--- config.mk ---
export PLATFORM = sky130hd
export DESIGN_NAME = dma_rd_prefetch
export DESIGN_NICKNAME = d
export VERILOG_FILES = /design/src/rtl/dma_rd_prefetch_pkg.sv /design/src/rtl/dma_rd_prefetch_slot.sv /design/src/rtl/dma_rd_prefetch_fill.sv /design/src/rtl/dma_rd_prefetch_ctl.sv /design/src/rtl/dma_rd_prefetch.sv
export SDC_FILE = /design/constraint.sdc
export NUM_CORES = 1
export LEC_CHECK = 0
export ABC_AREA = 1
export BUFFER_PORTS_ARGS = -buffer_cell sky130_fd_sc_hd__buf_2
export CORE_UTILIZATION = 55
export CTS_CLUSTER_DIAMETER = 120
export DETAILED_ROUTE_END_ITERATION = 8
export PLACE_DENSITY = 0.74
export SKIP_CTS_REPAIR_TIMING = 1
export SLEW_MARGIN = 20
export SYNTH_ARGS = -nofsm -noshare
export SYNTH_HDL_FRONTEND = slang
export SYNTH_SLANG_ARGS = --single-unit
--- constraint.sdc ---
create_clock -name clk -period 5.3 [get_ports clk]
set_input_delay 0 -clock clk [delete_from_list [all_inputs] [get_ports clk]]
set_output_delay 0 -clock clk [all_outputs]
set_load 0.03 [all_outputs]
--- src/rtl/dma_rd_prefetch_pkg.sv ---
package dma_rd_prefetch_pkg;

    localparam int WORD_W  = 16;
    localparam int LWORD_W = 32;
    localparam int QWORD_W = 64;
    localparam int NSLOT   = 2;

    typedef enum logic [0:0] {
        RD_IDLE,
        RD_WAIT
    } rd_state_t;

    typedef enum logic [1:0] {
        FL_IDLE,
        FL_ISSUE,
        FL_BEAT0,
        FL_BEAT1
    } fl_state_t;

endpackage

--- src/rtl/dma_rd_prefetch_slot.sv ---
module dma_rd_prefetch_slot
    import dma_rd_prefetch_pkg::*;
#(
    parameter int QA_W = 10
) (
    input  logic              clk,
    input  logic              rst_n,
    input  logic              alloc,
    input  logic [QA_W-1:0]   alloc_tag,
    input  logic              take,
    input  logic              snoop_v,
    input  logic [QA_W-1:0]   snoop_tag,
    input  logic              wr_v,
    input  logic              wr_idx,
    input  logic [LWORD_W-1:0] wr_data,
    input  logic              err_v,
    output logic              vld,
    output logic              pend,
    output logic [QA_W-1:0]   tag,
    output logic [1:0]        lv,
    output logic [QWORD_W-1:0] data,
    output logic              touch
);

    logic snoop_hit;

    assign snoop_hit = snoop_v && vld && (snoop_tag == tag);
    assign touch     = alloc || snoop_hit || err_v;

    always_ff @(posedge clk) begin
        if (!rst_n) begin
            vld  <= 1'b0;
            pend <= 1'b0;
            tag  <= '0;
            lv   <= '0;
            data <= '0;
        end else if (alloc) begin
            vld  <= 1'b1;
            pend <= 1'b1;
            tag  <= alloc_tag;
            lv   <= '0;
        end else if (snoop_hit || err_v) begin
            vld  <= 1'b0;
            pend <= 1'b0;
            lv   <= '0;
        end else begin
            if (take) begin
                pend <= 1'b0;
            end
            if (wr_v) begin
                lv[wr_idx] <= 1'b1;
                if (wr_idx) begin
                    data[QWORD_W-1:LWORD_W] <= wr_data;
                end else begin
                    data[LWORD_W-1:0] <= wr_data;
                end
            end
        end
    end

    AST_LV_NEEDS_VLD: assert property (@(posedge clk) disable iff (!rst_n)
        (lv != 2'b00) |-> vld);

    AST_SNOOP_DROPS: assert property (@(posedge clk) disable iff (!rst_n)
        (snoop_hit && !alloc) |=> (!vld && lv == 2'b00));

    AST_ERR_DROPS: assert property (@(posedge clk) disable iff (!rst_n)
        (err_v && !alloc) |=> !vld);

endmodule

--- src/rtl/dma_rd_prefetch_fill.sv ---
module dma_rd_prefetch_fill
    import dma_rd_prefetch_pkg::*;
#(
    parameter int QA_W = 10
) (
    input  logic                       clk,
    input  logic                       rst_n,
    input  logic                       cur,
    input  logic [NSLOT-1:0]           pend,
    input  logic [NSLOT-1:0][QA_W-1:0] tag,
    input  logic [NSLOT-1:0]           touch,
    output logic [NSLOT-1:0]           take,
    output logic                       mem_cmd_valid,
    input  logic                       mem_cmd_ready,
    output logic [QA_W-1:0]            mem_cmd_qaddr,
    input  logic                       mem_rsp_valid,
    input  logic [LWORD_W-1:0]         mem_rsp_data,
    input  logic                       mem_rsp_err,
    output logic                       beat_v,
    output logic                       beat_err,
    output logic                       beat_idx,
    output logic                       beat_buf,
    output logic [LWORD_W-1:0]         beat_data
);

    fl_state_t       fs, fs_n;
    logic            fbuf;
    logic            kill;
    logic [QA_W-1:0] qaddr;
    logic            pick;
    logic            start;
    logic            in_beat;

    always_comb begin
        start = 1'b0;
        pick  = cur;
        take  = '0;
        if (fs == FL_IDLE) begin
            if (pend[cur]) begin
                start = 1'b1;
                pick  = cur;
            end else if (pend[~cur]) begin
                start = 1'b1;
                pick  = ~cur;
            end
        end
        if (start) begin
            take[pick] = 1'b1;
        end
    end

    always_comb begin
        fs_n = fs;
        unique case (fs)
            FL_IDLE:  if (start)         fs_n = FL_ISSUE;
            FL_ISSUE: if (mem_cmd_ready) fs_n = FL_BEAT0;
            FL_BEAT0: if (mem_rsp_valid) fs_n = FL_BEAT1;
            FL_BEAT1: if (mem_rsp_valid) fs_n = FL_IDLE;
            default:                     fs_n = FL_IDLE;
        endcase
    end

    always_ff @(posedge clk) begin
        if (!rst_n) begin
            fs <= FL_IDLE;
        end else begin
            fs <= fs_n;
        end
    end

    assign in_beat = (fs == FL_BEAT0) || (fs == FL_BEAT1);

    always_ff @(posedge clk) begin
        if (!rst_n) begin
            fbuf  <= 1'b0;
            kill  <= 1'b0;
            qaddr <= '0;
        end else if (start) begin
            fbuf  <= pick;
            kill  <= touch[pick];
            qaddr <= tag[pick];
        end else if (fs != FL_IDLE) begin
            kill <= kill || touch[fbuf] || (in_beat && mem_rsp_valid && mem_rsp_err);
        end
    end

    assign mem_cmd_valid = (fs == FL_ISSUE);
    assign mem_cmd_qaddr = qaddr;
    assign beat_v        = in_beat && mem_rsp_valid && !mem_rsp_err && !kill;
    assign beat_err      = in_beat && mem_rsp_valid && mem_rsp_err && !kill;
    assign beat_idx      = (fs == FL_BEAT1);
    assign beat_buf      = fbuf;
    assign beat_data     = mem_rsp_data;

    AST_CMD_STABLE: assert property (@(posedge clk) disable iff (!rst_n)
        (mem_cmd_valid && !mem_cmd_ready) |=> (mem_cmd_valid && $stable(mem_cmd_qaddr)));

    AST_ONE_TAKE: assert property (@(posedge clk) disable iff (!rst_n)
        $onehot0(take));

    AST_NO_BEAT_AND_ERR: assert property (@(posedge clk) disable iff (!rst_n)
        !(beat_v && beat_err));

endmodule

--- src/rtl/dma_rd_prefetch_ctl.sv ---
module dma_rd_prefetch_ctl
    import dma_rd_prefetch_pkg::*;
#(
    parameter int WA_W = 12,
    parameter int QA_W = WA_W - 2
) (
    input  logic                          clk,
    input  logic                          rst_n,
    input  logic                          rd_req,
    input  logic [WA_W-1:0]               rd_addr,
    input  logic [NSLOT-1:0]              vld,
    input  logic [NSLOT-1:0][1:0]         lv,
    input  logic [NSLOT-1:0][QA_W-1:0]    tag,
    input  logic [NSLOT-1:0][QWORD_W-1:0] sdata,
    input  logic                          beat_v,
    input  logic                          beat_err,
    input  logic                          beat_idx,
    input  logic                          beat_buf,
    input  logic [LWORD_W-1:0]            beat_data,
    output logic                          cur,
    output logic [NSLOT-1:0]              alloc,
    output logic [NSLOT-1:0][QA_W-1:0]    alloc_tag,
    output logic                          rd_ack,
    output logic [WORD_W-1:0]             rd_data,
    output logic                          rd_err
);

    localparam logic [QA_W-1:0] Q_ONE = QA_W'(1);

    rd_state_t          cs, cs_n;
    logic               cur_n;
    logic               wbuf, wbuf_n;
    logic [QA_W-1:0]    rtag;
    logic               rlw, rhf;
    logic               oth;
    logic               hit_c, hit_o, sel;
    logic               ack_n, err_n;
    logic [WORD_W-1:0]  data_n;

    function automatic logic [WORD_W-1:0] word_of(input logic [QWORD_W-1:0] q,
                                                  input logic lw, input logic hf);
        return q[{lw, hf}*WORD_W +: WORD_W];
    endfunction

    assign rtag  = rd_addr[WA_W-1:2];
    assign rlw   = rd_addr[1];
    assign rhf   = rd_addr[0];
    assign oth   = ~cur;
    assign hit_c = vld[cur] && (tag[cur] == rtag);
    assign hit_o = vld[oth] && (tag[oth] == rtag);

    always_comb begin
        cs_n      = cs;
        cur_n     = cur;
        wbuf_n    = wbuf;
        alloc     = '0;
        alloc_tag = '0;
        ack_n     = 1'b0;
        err_n     = 1'b0;
        data_n    = '0;
        sel       = cur;
        unique case (cs)
            RD_IDLE: begin
                if (rd_req && !rd_ack) begin
                    if (hit_c) begin
                        sel = cur;
                    end else if (hit_o) begin
                        sel             = oth;
                        cur_n           = oth;
                        alloc[cur]      = 1'b1;
                        alloc_tag[cur]  = rtag + Q_ONE;
                    end else begin
                        sel             = cur;
                        alloc[cur]      = 1'b1;
                        alloc_tag[cur]  = rtag;
                        alloc[oth]      = 1'b1;
                        alloc_tag[oth]  = rtag + Q_ONE;
                    end
                    if ((hit_c || hit_o) && lv[sel][rlw]) begin
                        ack_n  = 1'b1;
                        data_n = word_of(sdata[sel], rlw, rhf);
                    end else begin
                        cs_n   = RD_WAIT;
                        wbuf_n = sel;
                    end
                end
            end
            RD_WAIT: begin
                if (beat_err && beat_buf == wbuf) begin
                    ack_n = 1'b1;
                    err_n = 1'b1;
                    cs_n  = RD_IDLE;
                end else if (beat_v && beat_buf == wbuf && beat_idx == rlw) begin
                    ack_n  = 1'b1;
                    data_n = rhf ? beat_data[LWORD_W-1:WORD_W] : beat_data[WORD_W-1:0];
                    cs_n   = RD_IDLE;
                end else if (vld[wbuf] && lv[wbuf][rlw]) begin
                    ack_n  = 1'b1;
                    data_n = word_of(sdata[wbuf], rlw, rhf);
                    cs_n   = RD_IDLE;
                end else if (!vld[wbuf]) begin
                    cs_n = RD_IDLE;
                end
            end
            default: cs_n = RD_IDLE;
        endcase
    end

    always_ff @(posedge clk) begin
        if (!rst_n) begin
            cs   <= RD_IDLE;
            cur  <= 1'b0;
            wbuf <= 1'b0;
        end else begin
            cs   <= cs_n;
            cur  <= cur_n;
            wbuf <= wbuf_n;
        end
    end

    always_ff @(posedge clk) begin
        if (!rst_n) begin
            rd_ack  <= 1'b0;
            rd_err  <= 1'b0;
            rd_data <= '0;
        end else begin
            rd_ack  <= ack_n;
            rd_err  <= err_n;
            rd_data <= data_n;
        end
    end

    AST_ACK_PULSE: assert property (@(posedge clk) disable iff (!rst_n)
        rd_ack |=> !rd_ack);

    AST_ACK_NEEDS_REQ: assert property (@(posedge clk) disable iff (!rst_n)
        $rose(rd_ack) |-> $past(rd_req));

    AST_ERR_WITH_ACK: assert property (@(posedge clk) disable iff (!rst_n)
        rd_err |-> rd_ack);

    AST_TAGS_DISTINCT: assert property (@(posedge clk) disable iff (!rst_n)
        (vld[0] && vld[1]) |-> (tag[0] != tag[1]));

endmodule

--- src/rtl/dma_rd_prefetch.sv ---
module dma_rd_prefetch
    import dma_rd_prefetch_pkg::*;
#(
    parameter int WA_W = 12
) (
    input  logic                clk,
    input  logic                rst_n,
    input  logic                rd_req,
    input  logic [WA_W-1:0]     rd_addr,
    output logic                rd_ack,
    output logic [WORD_W-1:0]   rd_data,
    output logic                rd_err,
    input  logic                inv_req,
    input  logic [WA_W-1:0]     inv_addr,
    output logic                mem_cmd_valid,
    input  logic                mem_cmd_ready,
    output logic [WA_W-3:0]     mem_cmd_qaddr,
    input  logic                mem_rsp_valid,
    input  logic [LWORD_W-1:0]  mem_rsp_data,
    input  logic                mem_rsp_err
);

    localparam int QA_W = WA_W - 2;

    logic [NSLOT-1:0]              vld, pend, touch, take, alloc;
    logic [NSLOT-1:0][1:0]         lv;
    logic [NSLOT-1:0][QA_W-1:0]    tag, alloc_tag;
    logic [NSLOT-1:0][QWORD_W-1:0] sdata;
    logic                          cur;
    logic                          beat_v, beat_err, beat_idx, beat_buf;
    logic [LWORD_W-1:0]            beat_data;

    for (genvar i = 0; i < NSLOT; i++) begin : g_slot
        dma_rd_prefetch_slot #(.QA_W(QA_W)) u_slot (
            .clk       (clk),
            .rst_n     (rst_n),
            .alloc     (alloc[i]),
            .alloc_tag (alloc_tag[i]),
            .take      (take[i]),
            .snoop_v   (inv_req),
            .snoop_tag (inv_addr[WA_W-1:2]),
            .wr_v      (beat_v && (beat_buf == 1'(i))),
            .wr_idx    (beat_idx),
            .wr_data   (beat_data),
            .err_v     (beat_err && (beat_buf == 1'(i))),
            .vld       (vld[i]),
            .pend      (pend[i]),
            .tag       (tag[i]),
            .lv        (lv[i]),
            .data      (sdata[i]),
            .touch     (touch[i])
        );
    end

    dma_rd_prefetch_fill #(.QA_W(QA_W)) u_fill (
        .clk           (clk),
        .rst_n         (rst_n),
        .cur           (cur),
        .pend          (pend),
        .tag           (tag),
        .touch         (touch),
        .take          (take),
        .mem_cmd_valid (mem_cmd_valid),
        .mem_cmd_ready (mem_cmd_ready),
        .mem_cmd_qaddr (mem_cmd_qaddr),
        .mem_rsp_valid (mem_rsp_valid),
        .mem_rsp_data  (mem_rsp_data),
        .mem_rsp_err   (mem_rsp_err),
        .beat_v        (beat_v),
        .beat_err      (beat_err),
        .beat_idx      (beat_idx),
        .beat_buf      (beat_buf),
        .beat_data     (beat_data)
    );

    dma_rd_prefetch_ctl #(.WA_W(WA_W), .QA_W(QA_W)) u_ctl (
        .clk       (clk),
        .rst_n     (rst_n),
        .rd_req    (rd_req),
        .rd_addr   (rd_addr),
        .vld       (vld),
        .lv        (lv),
        .tag       (tag),
        .sdata     (sdata),
        .beat_v    (beat_v),
        .beat_err  (beat_err),
        .beat_idx  (beat_idx),
        .beat_buf  (beat_buf),
        .beat_data (beat_data),
        .cur       (cur),
        .alloc     (alloc),
        .alloc_tag (alloc_tag),
        .rd_ack    (rd_ack),
        .rd_data   (rd_data),
        .rd_err    (rd_err)
    );

endmodule

==> impl_results.md <==
- Post-layout min period: 4.18 ns
- Pre-antenna DRT Iters: 6
- Clock slew at reported path FFs: 0.07 ns
- Seq cells post-synth: 191
- First-pass GRT wire length: 56600 um
- Top-Level Pins: 92
- CP startpoint kind: register
- Syn Inst Count: 1802
- Clock Path Buffers: 2
- Syn nets: 1875
- Fillers: 1969
- Syn Std Cell Area: 11600 um^2
- Die area: 21700 um^2
- Via count: 12400
- Hold Vio Cnt, Final: 0
- Clk_skew: 0.0132 ns
- DR iter-0 viols: 1121
- Placed wire-length estimate: 21700 um
- Final instance area: 12800 um^2
- Largest area contributor in the netlist: dfxtp_1
- Die Span X: 147 um
- Yosys top cell area share: 33.0%
- Antenna violation net count after detailed routing: 0
- CP Max Fanout: 43
- Die Ht: 147 um
- Layout cell share with drive strength beyond 1: 11.5%
- Fin util: 62.6%
- Root Buffer: clkbuf_16
- Core area: 20400 um^2
- Mapped Avg Cell Area: 6.44 um^2
- Vias in the first global route: 10900
- Area Overhead vs Synth: 10.3%
- Status: completed
- CTS tree: built
- Critical path type: reg2reg
- P_leak: 4.96 nW
- Tightest Pin Transition: 0.965 ns
- WL per Instance: 16.9 um
- GP Congestion: 0.943
- CTS Buf Count: 17
- Final layout net count: 1908
- Final Setup Violations: 0
- CTS Sinks: 191
- Fin Setup TNS: 0 ns
- Max-slew violations: 0
- Max-cap viol count: 0
- Fmax: 239 MHz
- Total wire length: 35800 um
- Port bufs: 89
- Cell variety after synth: 46
- VDD IR-drop max: 0.243 mV
- Seq/Total Area, Yosys: 33.0%
- Yosys warnings: 0
- Largest cells by area after synthesis: dfxtp_1 (33%), a21oi_1 (16%), nand2_1 (9.7%)
- Hold Crit Class: in2reg
- RSZ-0062 raised after global routing: false
- GRT overflow: 0
- Initial antenna violation count: 1
- Arr. time, crit path: 4.52 ns
- H-tree levels: 4
- Starting density of the core: 56.8%
- N_diodes: 0
- Critical path required time: 5.64 ns
- Max-slew headroom: 35.7%
- Vias per cell: 5.84
- Power per cell area: 277 nW/um^2
- Crit share post-route: 78.9%
- Cell Rows: 52
- # DRC: 0
- Clk_lat worst skew: 0.44 ns
- Worst Setup End Kind: register
- Post-DP Area: 11900 um^2
- Total GRT Usage: 32.6%
- Largest net degree at the start of global routing: 81
-- Yosys cell counts, drive strengths merged --
cell type,n
a21oi,368
nand2,305
o21ai,235
inv,206
dfxtp,191
nand3,161
nor2,91
clkbuf,68
buf,62
or2,24
xor2,14
o21bai,12
ha,10
nor3,8
o211ai,8
nand4,7
o22ai,4
a211oi,3
a31oi,3
clkinv,3
nor4,3
o31ai,3
o2111ai,2
o21a,2
xnor2,2
a22oi,1
a41oi,1
and3,1
maj3,1
nand3b,1
nor3b,1
o221ai,1
-- metal layers --
layer  GRT usage (%)  share of wire, %  wire (um)
met5               0             0.031         11
met4            8.61               1.9        684
met3            5.56               9.2       3290
met2            52.6                45      16200
met1            44.9                44      15600
-- cells in the final DEF, fill, tap and decap left out, types with 3 or more instances in the layout --
cell	count
a21oi_1	368
nand2_1	299
inv_1	197
dfxtp_1	189
o21ai_0	152
nand3_1	137
buf_2	89
nor2_1	86
o21ai_1	82
dlygate4sd3_1	32
buf_4	23
or2_2	22
nand3_2	21
clkbuf_16	17
xor2_1	14
o21bai_1	12
ha_1	10
inv_2	9
o211ai_1	8
nor3_1	7
nand4_1	6
clkinv_2	4
nor2_2	4
o22ai_1	4
nand2_2	4
nor4_1	3
a31oi_1	3
nand3_4	3
a211oi_1	3
o31ai_1	3
clkbuf_1	3
-- cells by family (layout without fill, tap and decap cells) --
group | after synthesis | after routing | share of synthesized area (%)
buf+inv | 339 | 384 | 12.4
flops | 191 | 191 | 33.0
simple gates | 602 | 602 | 23.7
xor+xnor | 16 | 16 | 1.21
fa+ha+maj | 11 | 11 | 1.16
compound gates | 643 | 643 | 28.6
-- final cells by class --
| cell class | instances | area, um^2 | share of cell area, % |
|---|---|---|---|
| Clock inverter | 9 | 86.3 | 0.675 |
| Multi-Input combinational cell | 1272 | 6360 | 49.7 |
| Timing Repair Buffer | 144 | 938 | 7.33 |
| Inverter | 209 | 788 | 6.16 |
| Tap cell | 270 | 338 | 2.64 |
| Clock buffer | 22 | 464 | 3.63 |
| Sequential cell | 191 | 3830 | 29.9 |
-- critical path, stage by stage, from the launching register on --
cell and delay (ns):
dfxtp_2 0.83, buf_4 0.31, nand2_1 0.06, o21ai_0 0.14
or2_2 0.19, nand4_1 0.08, nor2_1 0.11, nand2_1 0.09
inv_2 0.22, ha_1 0.16, inv_1 0.06, nand2_4 0.22
nand2_4 0.35, nand2_1 0.15, nand3_1 0.07, nand2_1 0.14
nand4_2 0.50, o21bai_1 0.38
-- per-stage QoR --
stage | hold slack (ns) | setup slack, ns | power [mW] | std cells
after global placement | 0.310 | 1.27 | 2.28 | 2054
final | 0.00182 | 1.12 | 3.54 | 2117
after detailed placement | 0.316 | 1.22 | 2.30 | 2054
after global routing | 0.0344 | 0.775 | 3.71 | 2117
after floorplan | 0.148 | 2.35 | 2.09 | 1802
after CTS | -0.137 | 1.19 | 3.52 | 2085
-- state kept, by name (all words and copies together), names as in the netlist, 2 cells and up --
signal,flops
u_ctl.rd_data,16
u_fill.fs,2
u_fill.mem_cmd_qaddr,10
g_slot.u_slot.vld,2
g_slot.u_slot.tag,20
g_slot.u_slot.lv,4
g_slot.u_slot.pend,2
g_slot.u_slot.data,128
-- report_power, final --
group          switching, mW  leakage [nW]  total (mW)  internal, mW
clock network          0.567         0.266        1.24         0.671
registers             0.0579          1.55        1.57          1.51
logic                  0.501          3.15       0.738         0.237
-- path summary, 6_finish.rpt --
kind                              from                        end  slack (ns)  cells past startpoint
max                          u_ctl.cur           u_ctl.rd_data[6]        1.12                     17
max reg2reg                  u_ctl.cur           u_ctl.rd_data[6]        1.12                     17
min reg2reg  g_slot[0].u_slot.data[46]  g_slot[0].u_slot.data[46]        0.45                      2
min                         rd_addr[9]    g_slot[0].u_slot.tag[7]       0.002                      5
(Power assumes the default switching activity.)
